File: src/rtl/rxcal_pkg.sv
package rxcal_pkg;

   typedef enum logic [1:0] {
      ST_IDLE   = 2'd0,
      ST_SETTLE = 2'd1,
      ST_READ   = 2'd2,
      ST_DECIDE = 2'd3
   } cal_state_e;

   typedef struct packed {
      logic       ok;
      logic [1:0] tap;
   } window_res_t;

   // Contiguous windows resolve to a tap; gaps and the empty mask do not.
   function automatic window_res_t resolve_window(input logic [3:0] m);
      window_res_t r;
      r.ok  = 1'b1;
      r.tap = 2'd0;
      case (m)
         4'd1, 4'd3:                r.tap = 2'd0;
         4'd2, 4'd6, 4'd7, 4'd15:   r.tap = 2'd1;
         4'd4, 4'd14:               r.tap = 2'd2;
         4'd8, 4'd12:               r.tap = 2'd3;
         default:                   r.ok  = 1'b0;
      endcase
      return r;
   endfunction

endpackage

File: src/rtl/rxcal_ctrl.sv
module rxcal_ctrl
   import rxcal_pkg::*;
#(
   parameter int NUM_TAPS = 4,
   localparam int TAP_W   = $clog2(NUM_TAPS)
) (
   input  logic             clk,
   input  logic             rst_n,
   input  logic             start_i,
   input  logic             rd_ack_i,
   input  logic             res_ok_i,
   input  logic [TAP_W-1:0] res_tap_i,
   output logic             rd_req_o,
   output logic             clr_o,
   output logic             cap_o,
   output logic [TAP_W-1:0] tap_o,
   output logic             busy_o,
   output logic             done_o,
   output logic             error_o
);
   localparam logic [TAP_W-1:0] LAST_TAP = TAP_W'(NUM_TAPS - 1);

   cal_state_e       state_q;
   logic [TAP_W-1:0] tap_q;
   logic             done_q, err_q;

   assign clr_o    = (state_q == ST_IDLE) && start_i;
   assign cap_o    = (state_q == ST_READ) && rd_ack_i;
   assign rd_req_o = (state_q == ST_READ);
   assign busy_o   = (state_q != ST_IDLE);
   assign tap_o    = tap_q;
   assign done_o   = done_q;
   assign error_o  = err_q;

   always_ff @(posedge clk or negedge rst_n) begin
      if (!rst_n) begin
         state_q <= ST_IDLE;
         tap_q   <= '0;
         done_q  <= 1'b0;
         err_q   <= 1'b0;
      end else begin
         case (state_q)
            ST_IDLE: if (start_i) begin
               tap_q   <= '0;
               done_q  <= 1'b0;
               err_q   <= 1'b0;
               state_q <= ST_SETTLE;
            end
            ST_SETTLE: state_q <= ST_READ;
            ST_READ: if (rd_ack_i) begin
               if (tap_q == LAST_TAP) begin
                  state_q <= ST_DECIDE;
               end else begin
                  tap_q   <= tap_q + 1'b1;
                  state_q <= ST_SETTLE;
               end
            end
            ST_DECIDE: begin
               if (res_ok_i) begin
                  tap_q  <= res_tap_i;
                  done_q <= 1'b1;
               end else begin
                  err_q  <= 1'b1;
               end
               state_q <= ST_IDLE;
            end
            default: state_q <= ST_IDLE;
         endcase
      end
   end
endmodule

File: src/rtl/rxcal_mask.sv
module rxcal_mask #(
   parameter int          NUM_TAPS = 4,
   parameter int          DATA_W   = 16,
   parameter logic [DATA_W-1:0] PATTERN = 16'h5AA5,
   localparam int         TAP_W    = $clog2(NUM_TAPS)
) (
   input  logic              clk,
   input  logic              rst_n,
   input  logic              clr_i,
   input  logic              cap_i,
   input  logic [TAP_W-1:0]  tap_i,
   input  logic [DATA_W-1:0] data_i,
   output logic [NUM_TAPS-1:0] mask_o
);
   logic hit;
   assign hit = (data_i == PATTERN);

   for (genvar i = 0; i < NUM_TAPS; i++) begin : g_bit
      logic bit_q;
      always_ff @(posedge clk or negedge rst_n) begin
         if (!rst_n)                                bit_q <= 1'b0;
         else if (clr_i)                            bit_q <= 1'b0;
         else if (cap_i && (tap_i == TAP_W'(i)))    bit_q <= hit;
      end
      assign mask_o[i] = bit_q;
   end
endmodule

File: src/rtl/rxcal_resolve.sv
module rxcal_resolve
   import rxcal_pkg::*;
#(
   parameter int NUM_TAPS = 4,
   localparam int TAP_W   = $clog2(NUM_TAPS)
) (
   input  logic [NUM_TAPS-1:0] mask_i,
   output logic                ok_o,
   output logic [TAP_W-1:0]    tap_o
);
   window_res_t res;
   always_comb res = resolve_window(mask_i);
   assign ok_o  = res.ok;
   assign tap_o = res.tap;
endmodule

File: src/rtl/rxcal_top.sv
module rxcal_top #(
   parameter int                NUM_TAPS  = 4,
   parameter int                DATA_W    = 16,
   parameter int                ADDR_W    = 16,
   parameter logic [ADDR_W-1:0] TEST_ADDR = 16'h000A,
   parameter logic [DATA_W-1:0] PATTERN   = 16'h5AA5,
   localparam int               TAP_W     = $clog2(NUM_TAPS)
) (
   input  logic                clk,
   input  logic                rst_n,
   input  logic                start_i,
   output logic                rd_req_o,
   output logic [ADDR_W-1:0]   rd_addr_o,
   input  logic                rd_ack_i,
   input  logic [DATA_W-1:0]   rd_data_i,
   output logic [TAP_W-1:0]    tap_o,
   output logic                busy_o,
   output logic                done_o,
   output logic                error_o,
   output logic [NUM_TAPS-1:0] pass_mask_o
);
   if (NUM_TAPS != 4) begin : g_bad_taps
      $error("rxcal_top: window table is defined for exactly 4 taps");
   end
   if (DATA_W < 1 || ADDR_W < 1) begin : g_bad_width
      $error("rxcal_top: widths must be positive");
   end

   logic             clr, cap, res_ok;
   logic [TAP_W-1:0] res_tap;

   assign rd_addr_o = TEST_ADDR;

   rxcal_ctrl #(.NUM_TAPS(NUM_TAPS)) u_ctrl (
      .clk(clk), .rst_n(rst_n), .start_i(start_i), .rd_ack_i(rd_ack_i),
      .res_ok_i(res_ok), .res_tap_i(res_tap), .rd_req_o(rd_req_o),
      .clr_o(clr), .cap_o(cap), .tap_o(tap_o), .busy_o(busy_o),
      .done_o(done_o), .error_o(error_o)
   );

   rxcal_mask #(.NUM_TAPS(NUM_TAPS), .DATA_W(DATA_W), .PATTERN(PATTERN)) u_mask (
      .clk(clk), .rst_n(rst_n), .clr_i(clr), .cap_i(cap), .tap_i(tap_o),
      .data_i(rd_data_i), .mask_o(pass_mask_o)
   );

   rxcal_resolve #(.NUM_TAPS(NUM_TAPS)) u_res (
      .mask_i(pass_mask_o), .ok_o(res_ok), .tap_o(res_tap)
   );
endmodule

File: config.mk
export PLATFORM = sky130hd
export DESIGN_NAME = rxcal_top
export DESIGN_NICKNAME = d
export VERILOG_FILES = /design/src/rtl/rxcal_pkg.sv /design/src/rtl/rxcal_ctrl.sv /design/src/rtl/rxcal_mask.sv /design/src/rtl/rxcal_resolve.sv /design/src/rtl/rxcal_top.sv
export SDC_FILE = /design/constraint.sdc
export NUM_CORES = 1
export LEC_CHECK = 0
export BUFFER_PORTS_ARGS = -buffer_cell sky130_fd_sc_hd__buf_2
export CORE_MARGIN = 5
export CORE_UTILIZATION = 46
export CTS_CLUSTER_SIZE = 25
export DETAILED_ROUTE_END_ITERATION = 16
export GPL_TIMING_DRIVEN = 0
export PLACE_DENSITY = 0.95
export SYNTH_ARGS = -nofsm -noshare
export SYNTH_HDL_FRONTEND = slang
export SYNTH_SLANG_ARGS = --single-unit
File: constraint.sdc
create_clock -name clk -period 4.2 [get_ports clk]
set_clock_uncertainty 0.15 [all_clocks]
set_input_delay 0.63 -clock clk [delete_from_list [all_inputs] [get_ports clk]]
set_output_delay 0.63 -clock clk [all_outputs]
set_load 0.02 [all_outputs]
# After elaboration in Yosys (flattened, before gate mapping)
# Index checks and enable logic that the tools add are counted.
# totals
reg_bits,10
out_inout_bits,26
wordCells,78
# op_classes
add_sub_neg,1
muxes,24
n_eq_ne,22
n_reduce_logical,23
# op_table
op,n
16-bit by 15-bit == test with 1-bit output (second input constant),1
4-bit == test (second input constant),4
2-bit 2-to-1 mux,7
4-bit by 3-bit == test with 1-bit output (second input constant),3
1-bit 2-to-1 mux,12
2-bit case mux with 3 select lines,2
2-bit nonzero test,6
10-bit OR reduction,1
2-bit == test (second input constant),4
4-bit by 2-bit == test with 1-bit output (second input constant),2
2-bit inequality test (second input constant),4
2-bit case mux with 4 select lines,1
1-bit logical AND,6
3-bit AND reduction,2
5-bit AND reduction,1
2-bit by 1-bit == test with 1-bit output (second input constant),2
4-bit by 1-bit == test with 1-bit output (second input constant),1
2-bit zero test,2
1-bit case mux with 2 select lines,2
2-bit OR reduction,2
4-bit OR reduction,1
3-bit nonzero test,1
2-bit by 1-bit adder with 2-bit output (second input constant),1
2-bit by 1-bit inequality test with 1-bit output (second input constant),1
2-bit AND reduction,1

# Longest topological paths before layout
# depth
ltp_word,5
ltp_mapped,5
ltp_nobuf,5

# Cells and area by module
# From an unflattened synthesis, not the netlist that was laid out.
# hier_totals
cells_unflattened,100
area_unflattened_um2,860.8
# by_module_without_submodules
mod,area_each_um2,instances,cells_per_inst
rxcal_ctrl,380.4,1,41
rxcal_mask,286.5,1,30
rxcal_top,127.6,1,18
rxcal_resolve,66.3,1,11

# Least setup slack after synthesis
# Ideal clock, no wire load.
# synth_timing
kind,register to register
start,reg u_ctrl.state_q[1]
end,reg u_mask.g_bit[0].bit_q
stages_incl_launch_ff,6
path_buffers,1
period_less_slack_ps,1707
setup_time_ps,125
required_ps,3925
setup_slack_ps,2493
arrival_time_ps,1433
cell_sequence,dfrtp_1 > clkbuf_8 > nor2b_1 > and2_1 > a21oi_1 > mux2_2
# synth_via
elab_chain_cells,4
# synth_lines
element,line_no,rtl
"start, declared",rxcal_ctrl.sv:23,cal_state_e state_q;
"start signal, assigned",rxcal_ctrl.sv:37,state_q <= ST_IDLE;
"start signal, assigned",rxcal_ctrl.sv:47,state_q <= ST_SETTLE;
"start signal, assigned",rxcal_ctrl.sv:49,ST_SETTLE: state_q <= ST_READ;
2-bit == test,n/a,
named net rd_req_o,rxcal_top.sv:12,"output logic rd_req_o,"
1-bit logical AND,rxcal_ctrl.sv:28,assign cap_o = (state_q == ST_READ) && rd_ack_i;
1-bit logical AND,rxcal_mask.sv:23,else if (cap_i && (tap_i == TAP_W'(i))) bit_q <= hit;
2-bit nonzero test (no source line),n/a,
"end signal, assigned",rxcal_mask.sv:23,
"end, declared",rxcal_mask.sv:19,logic bit_q;
# The timed path passes the listed nets, and every way through them passes these cells.
# A chain may end at the register's enable or synchronous reset.

# Worst setup path in the final report
# layout_timing
start,reg u_ctrl.state_q[1]
end,out busy_o
# layout_via
elab_chain_cells,1
# layout_lines
element,line_no,rtl
2-bit nonzero test,rxcal_ctrl.sv:30,assign busy_o = (state_q != ST_IDLE);
"end, declared",rxcal_top.sv:17,"output logic busy_o,"
# Every way passes these cells.

==> results.sh <==
export IMPL_status="completed"
export IMPL_drt_pre_antenna_iters=3
export IMPL_arrival_ps=1180
export IMPL_layout_drive_gt1_share_pct=43.1
export IMPL_ys_seq_area_share_pct=30.5
export IMPL_clk_pin_slew_ps=70
export IMPL_design_die_area_um2=2730
export IMPL_fillers=147
export IMPL_vias=708
export IMPL_peakVddDrop_mv=0.233
export IMPL_syn_inst=90
export IMPL_postLayoutCoreUtil_pct=63.6
export IMPL_pwr_density_cell_nw_per_um2=419
export IMPL_rsz0062_at_grt="false"
export IMPL_holdBufCountCts=0
export IMPL_cts_resized=0
export IMPL_wl_per_cell_um=10.4
export IMPL_fp_row_count=15
export IMPL_report_final_slew_viol_count=0
export IMPL_synth_seq_cells=10
export IMPL_setup_violations=0
export IMPL_fin_crit_sh_pct=46.6
export IMPL_critPathLaunchType="flip-flop"
export IMPL_ant_nets=0
export IMPL_p_seq_share_pct=28.8
export IMPL_ys_flop_type="dfrtp_1"
export IMPL_hp_class="primary input to asynchronous set/reset pin"
export IMPL_crit_type="flip-flop to primary output"
export IMPL_fin_tns_setup_ps=0
export IMPL_crit_fanout=10
export IMPL_clkPwrFrac_pct=19.3
export IMPL_clk_path_buf_depth=2
export IMPL_ff2ff_setup_slack_ps=2440
export IMPL_die_h_um=52.2
export IMPL_path_cells="clkbuf_8 > or2_1 > buf_2"
export IMPL_swShare_pct=40.3
export IMPL_portBuffers=29
export IMPL_clk_latency_ps=270
export IMPL_drcViolationCount=0
export IMPL_internal_power_uw=272
export IMPL_dr_first_iter_drc_count=2
export IMPL_place_congestion=0.795
export IMPL_cp_slowest_cell="dfrtp_1"
export IMPL_diodes=0
export IMPL_design_core_area_um2=1710
export IMPL_finalNetCount=162
export IMPL_ioPinCount=46
export IMPL_drt_wl_total_mm=1.69
export IMPL_htree_levels=1
export IMPL_synth_cell_types=29
export IMPL_synth_edf_count=0
export IMPL_grt_total_usage_pct=13.5
export IMPL_ctsRootBufferMaster="clkbuf_4"
export IMPL_slowest_delay_ps=370
export IMPL_yosys_area_top_type_share_pct=30.5
export IMPL_drv_cap=0
export IMPL_cts_sinks=10
export IMPL_p_sw_uw=184
export IMPL_yosysTopAreaCell="dfrtp_1"
export IMPL_grt_pass1_wl_mm=2.65
export IMPL_endpoint_kind="primary output"
export IMPL_yosys_warnings=0
export IMPL_overflow=0
export IMPL_cts_setup_buffers=0
export IMPL_leakagePower_uw=0.000612
export IMPL_p_comb_share_pct=51.9
export IMPL_period_needed_ps=1960
export IMPL_cts_buffers=3
export IMPL_cts_tree="built"
export IMPL_avgSynthCellArea_um2=9.12
export IMPL_synthTopCellsByArea="dfrtp_1, buf_4, ha_1"
export IMPL_max_freq_mhz=511
export IMPL_netlist_area_um2=821
export IMPL_via_per_inst=4.37
export IMPL_async_flop_share_pct=100
export IMPL_hold_violations=0
export IMPL_area_growth_pct=32.3
export IMPL_grt_max_degree=11
export IMPL_first_global_vias=642
export IMPL_fp_dieW_um=52.2
export IMPL_cp_required_ps=3420
export IMPL_antenna_found_initial=0
export IMPL_start_util_pct=48.1
==> worst paths after layout <==
path                                                from                           endpoint  depth (start not counted)
setup / recovery           u_ctrl.state_q[1]$_DFFE_PN0P_                             busy_o                          3
hold reg to reg                u_ctrl.done_o$_DFFE_PN0P_          u_ctrl.done_o$_DFFE_PN0P_                          2
hold / removal                                     rst_n          u_ctrl.done_o$_DFFE_PN0P_                          1
setup reg to reg           u_ctrl.state_q[1]$_DFFE_PN0P_  u_mask.g_bit[3].bit_q$_DFFE_PN0P_                          5
max in group asynchronous                          rst_n        u_ctrl.tap_o[0]$_DFFE_PN0P_                          1
min in group clk               u_ctrl.done_o$_DFFE_PN0P_          u_ctrl.done_o$_DFFE_PN0P_                          2
==> power by group through the flow <==
stage | sequential (uW) | clock (uW) | combinational [uW]
after CTS | 132 | 91.1 | 238
after global placement | 132 | 0 | 229
after global routing | 134 | 99.0 | 259
final | 131 | 87.7 | 236
after detailed placement | 134 | 0 | 237
after floorplan | 145 | 0 | 164
==> state kept, by name, summed over array words and instances, names as in the netlist <==
register / count
u_ctrl.error_o: 1
u_ctrl.done_o: 1
u_mask.g_bit.bit_q: 4
u_ctrl.state_q: 2
u_ctrl.tap_o: 2
==> per-stage QoR <==
| step | setup slack (ps) | std cells | cell area [um^2] | hold WS, ps | total power [uW] |
|---|---|---|---|---|---|
| finish | 2240 | 162 | 1090 | 54.2 | 455 |
| global route | 2150 | 162 | 1090 | 48.8 | 492 |
| CTS | 2220 | 162 | 1090 | 55.4 | 460 |
| detailed placement | 2330 | 158 | 1050 | 354 | 370 |
| global placement | 2380 | 158 | 1050 | 344 | 360 |
| floorplan | 2490 | 104 | 873 | 184 | 309 |
==> critical path, delay by kind of cell, from the launching register on <==
| family | cells | cell delay (ps) |
|---|---|---|
| buffers and inverters | 2 | 310 |
| DFF | 1 | 370 |
| and+or+nand+nor | 1 | 220 |
==> cells by family after synthesis <==
| logic type | count (synthesis) | share of synthesized area, % |
|---|---|---|
| simple gates | 22 | 16.2 |
| mux | 6 | 7.93 |
| buf+inv | 27 | 23.2 |
| flops | 10 | 30.5 |
| other cells | 2 | 0.915 |
| xor+xnor | 1 | 1.07 |
| compound gates | 18 | 14.2 |
| fa+ha+maj | 4 | 6.10 |
==> layout by cell type, fill, tap and decap left out, drive strengths merged, types with 2 or more instances in the layout <==
cell    count
mux2        4
nor2        3
o211ai      3
inv         5
a21oi       6
nor4bb      4
o21ai       3
or2         2
nand3b      2
conb       16
ha          4
clkbuf      5
mux2i       2
nand2       5
buf        50
dfrtp      10
==> Yosys cell counts (2+ instances only) <==
cell type / n
nand3b_1: 2
mux2i_1: 2
dfrtp_1: 10
or2_1: 2
nor2_1: 3
ha_1: 4
o21ai_0: 3
nand2_1: 5
nor4bb_1: 4
a21oi_1: 6
conb_1: 2
mux2_2: 4
buf_4: 21
inv_1: 5
o211ai_1: 3
==> routing by layer <==
layer | global-route usage, % | vias to the layer above | part of all wire, %
li1 | - | 367 | -
met1 | 14.1 | 309 | 39
met2 | 23.6 | 28 | 51
met3 | 4.27 | 4 | 8.4
met4 | 7.66 | 0 | 1.8
met5 | 0 | - | 0
==> layout make-up <==
type,count,area (um^2),area share [%]
multi-input cells,67,433,39.9
flip-flops and latches,10,250,23.0
plain buffers,22,171,15.8
repair buffers,29,145,13.4
clock buffers,4,36.3,3.34
well taps,25,31.3,2.88
inverters,5,18.8,1.73
Note: power is estimated with default switching activity, not from simulation.
